**src/rtl/trn_pkg.sv**
```systemverilog
// Package: shared types and constants for the lane transpose permute unit.
// Assumes a 32-bit instruction word and 5-bit register indices.
package trn_pkg;

    localparam int IDX_W     = 5;
    localparam int WORD_W    = 32;
    localparam int SIZE_W    = 2;
    localparam int NUM_SIZES = 4;
    localparam int MIN_ESIZE = 8;

    // Field positions in the instruction word.
    localparam int POS_WIDE  = 30;
    localparam int POS_SIZE  = 22;
    localparam int POS_SRCB  = 16;
    localparam int POS_MODE  = 14;
    localparam int POS_SRCA  = 5;
    localparam int POS_DST   = 0;

    // Constant opcode bits that an upstream decoder has already matched.
    localparam logic [WORD_W-1:0] FIXED_MASK = 32'hBF20_BC00;
    localparam logic [WORD_W-1:0] FIXED_VAL  = 32'h0E00_2800;

    typedef struct packed {
        logic              wide;
        logic [SIZE_W-1:0] size;
        logic              mode;
    } trn_ctl_t;

    typedef struct packed {
        logic [IDX_W-1:0] dst;
        logic [IDX_W-1:0] src_a;
        logic [IDX_W-1:0] src_b;
    } trn_idx_t;

    // Reserved encoding: 64-bit lanes in a 64-bit vector.
    function automatic logic is_reserved(input trn_ctl_t c);
        return (c.size == 2'b11) && !c.wide;
    endfunction

endpackage

```
**src/rtl/trn_word_decode.sv**
```systemverilog
// Module: trn_word_decode
// Extracts width, size, mode and the three register indices from a
// 32-bit instruction word. Assumes the constant opcode bits already
// matched upstream; a checker guards that assumption.
module trn_word_decode
    import trn_pkg::*;
(
    input  logic              clk,
    input  logic              rst_n,
    input  logic              word_valid,
    input  logic [WORD_W-1:0] word,
    output trn_ctl_t          ctl,
    output trn_idx_t          idx
);

    // Slice the control fields out of the word.
    always_comb begin
        ctl.wide  = word[POS_WIDE];
        ctl.size  = word[POS_SIZE +: SIZE_W];
        ctl.mode  = word[POS_MODE];
        idx.dst   = word[POS_DST  +: IDX_W];
        idx.src_a = word[POS_SRCA +: IDX_W];
        idx.src_b = word[POS_SRCB +: IDX_W];
    end

    // only words carrying this opcode pattern are routed here.
    a_r9_opcode_pattern: assert property (@(posedge clk) disable iff (!rst_n)
        word_valid |-> ((word & FIXED_MASK) == FIXED_VAL));

endmodule

```
**src/rtl/trn_lane_shuffle.sv**
```systemverilog
// Module: trn_lane_shuffle
// Fixed-element-size interleave over a full VEC_W vector: result lane 2p
// takes lane 2p+mode of src_a, result lane 2p+1 takes lane 2p+mode of src_b.
// Assumes VEC_W is a multiple of 2*ESIZE.
module trn_lane_shuffle #(
    parameter int VEC_W = 128,
    parameter int ESIZE = 8
) (
    input  logic [VEC_W-1:0] src_a,
    input  logic [VEC_W-1:0] src_b,
    input  logic             mode,
    output logic [VEC_W-1:0] dst
);

    localparam int LANES = VEC_W / ESIZE;
    localparam int PAIRS = LANES / 2;

    for (genvar p = 0; p < PAIRS; p++) begin : g_pair
        localparam int EVN = 2 * p;
        localparam int ODD = 2 * p + 1;
        // Pick the even or odd lane of each source for this pair.
        always_comb begin
            dst[EVN*ESIZE +: ESIZE] = mode ? src_a[ODD*ESIZE +: ESIZE]
                                           : src_a[EVN*ESIZE +: ESIZE];
            dst[ODD*ESIZE +: ESIZE] = mode ? src_b[ODD*ESIZE +: ESIZE]
                                           : src_b[EVN*ESIZE +: ESIZE];
        end
    end

endmodule

```
**src/rtl/trn_lane_permute.sv**
```systemverilog
// Module: trn_lane_permute
// Builds one shuffle per element size and selects by size code; in
// 64-bit width the upper half is forced to zero. The lower half of any
// shuffle depends only on the lower half of the sources, so no separate
// narrow path is needed.
module trn_lane_permute
    import trn_pkg::*;
#(
    parameter int VEC_W = 128
) (
    input  logic [VEC_W-1:0] src_a,
    input  logic [VEC_W-1:0] src_b,
    input  trn_ctl_t         ctl,
    output logic [VEC_W-1:0] dst
);

    localparam int HALF_W = VEC_W / 2;

    logic [VEC_W-1:0] cand [NUM_SIZES];

    for (genvar s = 0; s < NUM_SIZES; s++) begin : g_size
        trn_lane_shuffle #(
            .VEC_W (VEC_W),
            .ESIZE (MIN_ESIZE << s)
        ) u_shuf (
            .src_a (src_a),
            .src_b (src_b),
            .mode  (ctl.mode),
            .dst   (cand[s])
        );
    end

    // Select by element size and clear the upper half when narrow.
    always_comb begin
        dst = cand[ctl.size];
        if (!ctl.wide) begin
            dst[VEC_W-1:HALF_W] = '0;
        end
    end

endmodule

```
**src/rtl/trn_out_stage.sv**
```systemverilog
// Module: trn_out_stage
// One-cycle output register. It latches the result and indices only for
// legal requests, and flags reserved requests without touching the data.
// Reset is synchronous and active low.
module trn_out_stage
    import trn_pkg::*;
#(
    parameter int VEC_W = 128
) (
    input  logic             clk,
    input  logic             rst_n,
    input  logic             req,
    input  logic             reserved,
    input  logic [VEC_W-1:0] result_nxt,
    input  trn_idx_t         idx_nxt,
    output logic             out_valid,
    output logic             out_undef,
    output logic [VEC_W-1:0] result,
    output trn_idx_t         idx
);

    // Strobes: valid for legal requests, undef for reserved ones.
    always_ff @(posedge clk) begin
        if (!rst_n) begin
            out_valid <= 1'b0;
            out_undef <= 1'b0;
        end else begin
            out_valid <= req && !reserved;
            out_undef <= req && reserved;
        end
    end

    // Data: capture only on a legal request, otherwise hold.
    always_ff @(posedge clk) begin
        if (!rst_n) begin
            result <= '0;
            idx    <= '0;
        end else if (req && !reserved) begin
            result <= result_nxt;
            idx    <= idx_nxt;
        end
    end

    // fixed single-cycle latency for legal requests.
    a_r7_fixed_latency: assert property (@(posedge clk) disable iff (!rst_n)
        (req && !reserved) |=> (out_valid && !out_undef));

    // no request, no strobe.
    a_r7_idle_quiet: assert property (@(posedge clk) disable iff (!rst_n)
        !req |=> (!out_valid && !out_undef));

    // a reserved request is flagged and produces no result.
    a_r5_reserved_flag: assert property (@(posedge clk) disable iff (!rst_n)
        (req && reserved) |=> (out_undef && !out_valid));

    // the result is held across an undefined response.
    a_r5_hold_on_undef: assert property (@(posedge clk) disable iff (!rst_n)
        out_undef |-> ($stable(result) && $stable(idx)));

    // a reset edge clears both strobes.
    a_r8_reset_clears: assert property (@(posedge clk)
        !rst_n |=> (!out_valid && !out_undef));

    // the two strobes never coexist.
    a_r5_strobes_exclusive: assert property (@(posedge clk) disable iff (!rst_n)
        !(out_valid && out_undef));

endmodule

```
**src/rtl/trn_permute_unit.sv**
```systemverilog
// Module: trn_permute_unit (top)
// Lane transpose permute unit. It picks controls from pins or from an
// instruction word, permutes the operand lanes, and registers the result
// with a fixed one-cycle latency. The register file and any trap or
// enable checks live outside this block.
module trn_permute_unit
    import trn_pkg::*;
#(
    parameter int VEC_W = 128
) (
    input  logic                clk,
    input  logic                rst_n,
    input  logic                in_valid,
    input  logic                ctl_src,
    input  logic [WORD_W-1:0]   in_word,
    input  logic                in_wide,
    input  logic [SIZE_W-1:0]   in_size,
    input  logic                in_mode,
    input  logic [VEC_W-1:0]    op_a,
    input  logic [VEC_W-1:0]    op_b,
    output logic                out_valid,
    output logic                out_undef,
    output logic [VEC_W-1:0]    out_result,
    output logic [IDX_W-1:0]    out_dst,
    output logic [IDX_W-1:0]    out_src_a,
    output logic [IDX_W-1:0]    out_src_b
);

    localparam int HALF_W = VEC_W / 2;

    trn_ctl_t   dec_ctl, sel_ctl;
    trn_idx_t   dec_idx, sel_idx, reg_idx;
    logic       sel_rsv;
    logic [VEC_W-1:0] perm;

    trn_word_decode u_dec (
        .clk        (clk),
        .rst_n      (rst_n),
        .word_valid (in_valid && ctl_src),
        .word       (in_word),
        .ctl        (dec_ctl),
        .idx        (dec_idx)
    );

    // Choose the control source; the pin path carries no indices.
    always_comb begin
        if (ctl_src) begin
            sel_ctl = dec_ctl;
            sel_idx = dec_idx;
        end else begin
            sel_ctl = '{wide: in_wide, size: in_size, mode: in_mode};
            sel_idx = '0;
        end
        sel_rsv = is_reserved(sel_ctl);
    end

    trn_lane_permute #(.VEC_W(VEC_W)) u_perm (
        .src_a (op_a),
        .src_b (op_b),
        .ctl   (sel_ctl),
        .dst   (perm)
    );

    trn_out_stage #(.VEC_W(VEC_W)) u_out (
        .clk        (clk),
        .rst_n      (rst_n),
        .req        (in_valid),
        .reserved   (sel_rsv),
        .result_nxt (perm),
        .idx_nxt    (sel_idx),
        .out_valid  (out_valid),
        .out_undef  (out_undef),
        .result     (out_result),
        .idx        (reg_idx)
    );

    // Fan the registered indices out to the ports.
    always_comb begin
        out_dst   = reg_idx.dst;
        out_src_a = reg_idx.src_a;
        out_src_b = reg_idx.src_b;
    end

    // a narrow legal result has a zero upper half.
    a_r4_upper_zero: assert property (@(posedge clk) disable iff (!rst_n)
        (in_valid && !sel_ctl.wide && !sel_rsv) |=> (out_result[VEC_W-1:HALF_W] == '0));

    // the flag is raised only for the reserved combination.
    a_r6_undef_only_reserved: assert property (@(posedge clk) disable iff (!rst_n)
        (in_valid && !sel_rsv) |=> !out_undef);

    // pin-sourced requests leave the indices zero.
    a_r10_pin_idx_zero: assert property (@(posedge clk) disable iff (!rst_n)
        (in_valid && !ctl_src && !sel_rsv) |=> (out_dst == '0 && out_src_a == '0 && out_src_b == '0));

endmodule

```
**config.mk**
```make
export PLATFORM = sky130hd
export DESIGN_NAME = trn_permute_unit
export DESIGN_NICKNAME = d
export VERILOG_FILES = /design/src/rtl/trn_pkg.sv /design/src/rtl/trn_word_decode.sv /design/src/rtl/trn_lane_shuffle.sv /design/src/rtl/trn_lane_permute.sv /design/src/rtl/trn_out_stage.sv /design/src/rtl/trn_permute_unit.sv
export SDC_FILE = /design/constraint.sdc
export NUM_CORES = 1
export LEC_CHECK = 0
export ABC_CLOCK_PERIOD_IN_PS = 4190
export CORE_UTILIZATION = 54
export DETAILED_ROUTE_END_ITERATION = 10
export PLACE_DENSITY = 0.88
export SETUP_SLACK_MARGIN = 0.5
export SLEW_MARGIN = 25
export SYNTH_ARGS = -nofsm -noshare
export SYNTH_HDL_FRONTEND = slang
export SYNTH_HIERARCHICAL = 1
export SYNTH_SLANG_ARGS = --single-unit
```
**constraint.sdc**
```tcl
create_clock -name clk -period 4.19 [get_ports clk]
set_input_delay 1.0475 -clock clk [delete_from_list [all_inputs] [get_ports clk]]
set_output_delay 1.0475 -clock clk [all_outputs]
set_load 0.005 [all_outputs]
```
==> Word level (Yosys, flattened, before mapping) <==
Index checks and enable logic that the tools add are counted.
{ "totals": {"ff_bits": 145, "in_bits": 296} }
{ "op_classes": {"bitwise_logic": 1, "muxes": 36, "order_cmp": 1, "eq_ne": 1, "reduce_logical": 5} }
{ "op_table": {"columns": ["cell", "n"], "rows": [
  ["128-bit binary-select mux with 2-bit select", 1],
  ["128-bit two-way mux", 2],
  ["64-bit two-way mux", 3],
  ["16-bit two-way mux", 8],
  ["32-bit two-way mux", 4],
  ["8-bit two-way mux", 16],
  ["15-bit two-way mux", 1],
  ["4-bit two-way mux", 1],
  ["3-bit >= comparator (second input constant)", 1],
  ["1-bit logical AND", 3],
  ["2-bit NOT with 3-bit output", 1],
  ["2-bit equality test (second input constant)", 1],
  ["1-bit logical NOT", 2]
]} }

==> Logic depth before layout (Yosys ltp) <==
{ "depth": {"word_depth": 6, "mapped_depth": 9, "ltp_nobuf": 6} }

==> Hierarchy <==
The synthesis kept the hierarchy.
{ "by_module_without_submodules": {"columns": ["mod", "area_each_um2", "n_inst", "cells_per_inst"], "rows": [
  ["trn_lane_shuffle", 1619.1, 4, 142],
  ["trn_out_stage", 5744.3, 1, 625],
  ["trn_lane_permute", 3452.1, 1, 300],
  ["trn_permute_unit", 183.9, 1, 23],
  ["trn_word_decode", 142.6, 1, 19]
]} }

==> Worst setup path before layout <==
Ideal clock, no wire load.
{ "synth_path": {"kind": "input -> register", "from": "input port ctl_src", "to": "register u_out.result[10]", "required_ns": 4.069, "t_arrival_ns": 2.736, "n_path_buf": 3, "slack_ns": 1.333, "path_stages": 8, "cell_sequence": "buf_6 -> mux2_2 -> buf_6 -> clkbuf_8 -> mux2_2 -> mux4_2 -> nand2_1 -> mux2i_1"} }
{ "synth_lines": {"columns": ["element", "line", "rtl"], "rows": [
  ["start, declared", "trn_permute_unit.sv:14", "input logic ctl_src,"],
  ["end signal, assigned", "trn_out_stage.sv:39", "result <= result_nxt;"],
  ["end, declared", "trn_out_stage.sv:18", "output logic [VEC_W-1:0] result,"]
]} }

==> impl_metrics.csv <==
group,metric,value,unit
outcome,status,"finished, final reports clean",
sta,setup_ws,0.882,ns
detailed_routing,ant_nets,0,
clock_network,cts_resized,0,
global_route,grt_pass1_wl,91000,um
floorplanning,core_area,28900,um^2
detailed_routing,drc,0,
power,finalPower,0.00559,W
sta,rsz0062_at_grt,"false",
power,internal_power,0.00370,W
critical_path,crit_path_end_kind,"flip-flop",
global_route,grt_pass1_vias,13800,
detailed_routing,vias_per_cell,6.38,
floorplanning,die_area,30300,um^2
power,power_per_cell_area,273,nW/um^2
yosys,synth_nets,1830,
floorplanning,io_pins,441,
min_path,hold_class,"flip-flop to flip-flop",
yosys,yosys_warnings,6,
power,p_comb_share,42.7,%
clock_network,cts_made_buffers,17,
clock_network,cts_htree_levels,4,
place,dpl.hpwl,47900,um
finish,fill_cells,2109,
place,io_buffers,427,
clock_network,path_clk_slew,0.07,ns
global_route,grt_max_degree,132,
power,seqPwrFrac,27.9,%
global_route,gr-total-overflow,0,
sta,fmax,302,MHz
floorplanning,std_cell_rows,62,
yosys,syn_area,16000,um^2
yosys,avgSynthCellArea,10.4,um^2
finish,area_growth_syn_to_layout,27.8,%
critical_path,cp_common_cell,"mux2i_1",
sta,maxSlewViolCount,0,
place,gp_congestion,0.965,
sta,tightestPinTransition,0.939,ns
yosys,syn-instance-count,1534,
detailed_routing,routed_wl,63100,um
sta,finalSetupViolCount,0,
power,netSwitchingPower,0.00189,W
critical_path,required,4.51,ns
critical_path,path_cells,"clkdlybuf4s50_1, mux2_8, buf_12, buf_4, mux2_2, mux2i_1, o22ai_1, nand2_1, mux2i_1",
floorplanning,die_x,174,um
sta,slew_headroom,37.4,%
sta,fin_worst_skew,0,ns
clock_network,cts_hold_buf,0,
power,clock_power_share,29.5,%
flow_run,maxCapViolations,0,
min_path,hold-path-cell-count,2,
finish,seqCellArea,2900,um^2
clock_network,cts_tree,"built",
critical_path,path_class,"input pin to flip-flop",
sta,totalNegativeSetupSlack,0,ns
critical_path,arrival,3.63,ns
clock_network,clock_latency,0.46,ns
place,dp_slack,0.466,ns
critical_path,critPathSlowestCell,"mux2_8",
critical_path,r2r_cells,2,
critical_path,critPathMaxStageDelay,0.60,ns
detailed_routing,drtIter0Drc,1851,
clock_network,postCtsSetupBuffers,0,
floorplanning,start_util,55.3,%
floorplanning,die_h,174,um
clock_network,clockRootBuffer,"clkbuf_16",
critical_path,worst-path-max-fanout,51,
critical_path,critPathLaunchType,"input pin",
sta,final_hold_viol_count,0,
power,p_leak,7.86,nW
sta,fin_crit,3.31,ns
global_route,antenna_found_initial,13,
global_route,gr-usage-all-layers,40.6,%
clock_network,cts_buffer_depth,2,
detailed_routing,num_vias,14400,
sta,min_period_over_period,78.9,%
finish,drive_gt1_share,35.2,%
power,swShare,33.8,%
clock_network,clock-sinks,145,
finish,multiInputGateArea,11600,um^2
detailed_routing,wl_per_cell,28.0,um
detailed_routing,drt-pass1-iter-count,8,
power,irDropWorstVdd,0.315,mV
finish,finalNetCount,2147,
cells in the final DEF, fill, tap and decap left out, drive strengths merged:
cell type	count
and2	16
and3	1
and3b	1
buf	38
bufinv	2
clkbuf	19
clkdlybuf4s50	426
clkinv	3
clkinvlp	2
dfxtp	145
diode	7
inv	7
mux2	516
mux2i	271
mux4	64
nand2	287
nand2b	1
nor2b	1
o22ai	64
power by group through the flow:
stage,combinational (W),clock [W],sequential (W)
after floorplan,0.00146,0,0.00158
after global placement,0.00225,0,0.00158
after detailed placement,0.00231,0,0.00158
after CTS,0.00233,0.00165,0.00155
after global routing,0.00247,0.00171,0.00157
final,0.00238,0.00165,0.00156
path summary, 6_finish.rpt:
check                                      start                end  slack, ns
worst max-delay path                     ctl_src  u_out/result[114]       0.88
worst min-delay path            u_out/result[53]   u_out/result[53]       0.46
worst max register to register  u_out/result[39]   u_out/result[39]       3.39
worst min register to register  u_out/result[53]   u_out/result[53]       0.46
critical path, delay by kind of cell:
family,cells,cell delay (ns)
AOI/OAI and AO/OA,1,0.13
and+or+nand+nor,1,0.10
buffers and inverters,3,1.06
muxes,4,1.22
state kept, by name, indices dropped and copies added (netlist names):
name / flops
u_out/out_valid: 1
u_out/idx: 15
u_out/out_undef: 1
u_out/result: 128
cell type report:
type	instances	share of cell area (%)
antenna	7	0.0857
clock buffer	18	2.10
clock inverter	14	0.833
multi-input combinational	1222	56.9
sequential	145	14.2
tap	384	2.35
timing repair buffer	465	23.6
routing by layer:
layer	GRT usage, %	vias up	wire length [um]
li1	-	6266	-
met1	49.7	6909	24400
met2	63.1	985	28100
met3	13.5	224	7090
met4	21.2	10	3420
met5	0	-	66
stage by stage:
| step | area [um^2] | hold WS (ns) | utilization, % | instances |
|---|---|---|---|---|
| floorplan | 16000 | 0.451 | - | 1534 |
| global placement | 19800 | 0.441 | 68.5 | 2216 |
| detailed placement | 19800 | 0.446 | 68.5 | 2216 |
| CTS | 20400 | 0.457 | 70.6 | 2248 |
| global route | 20400 | 0.472 | 70.6 | 2249 |
| finish | 20400 | 0.455 | 70.6 | 2255 |
Note: power is estimated with default switching activity, not from simulation.
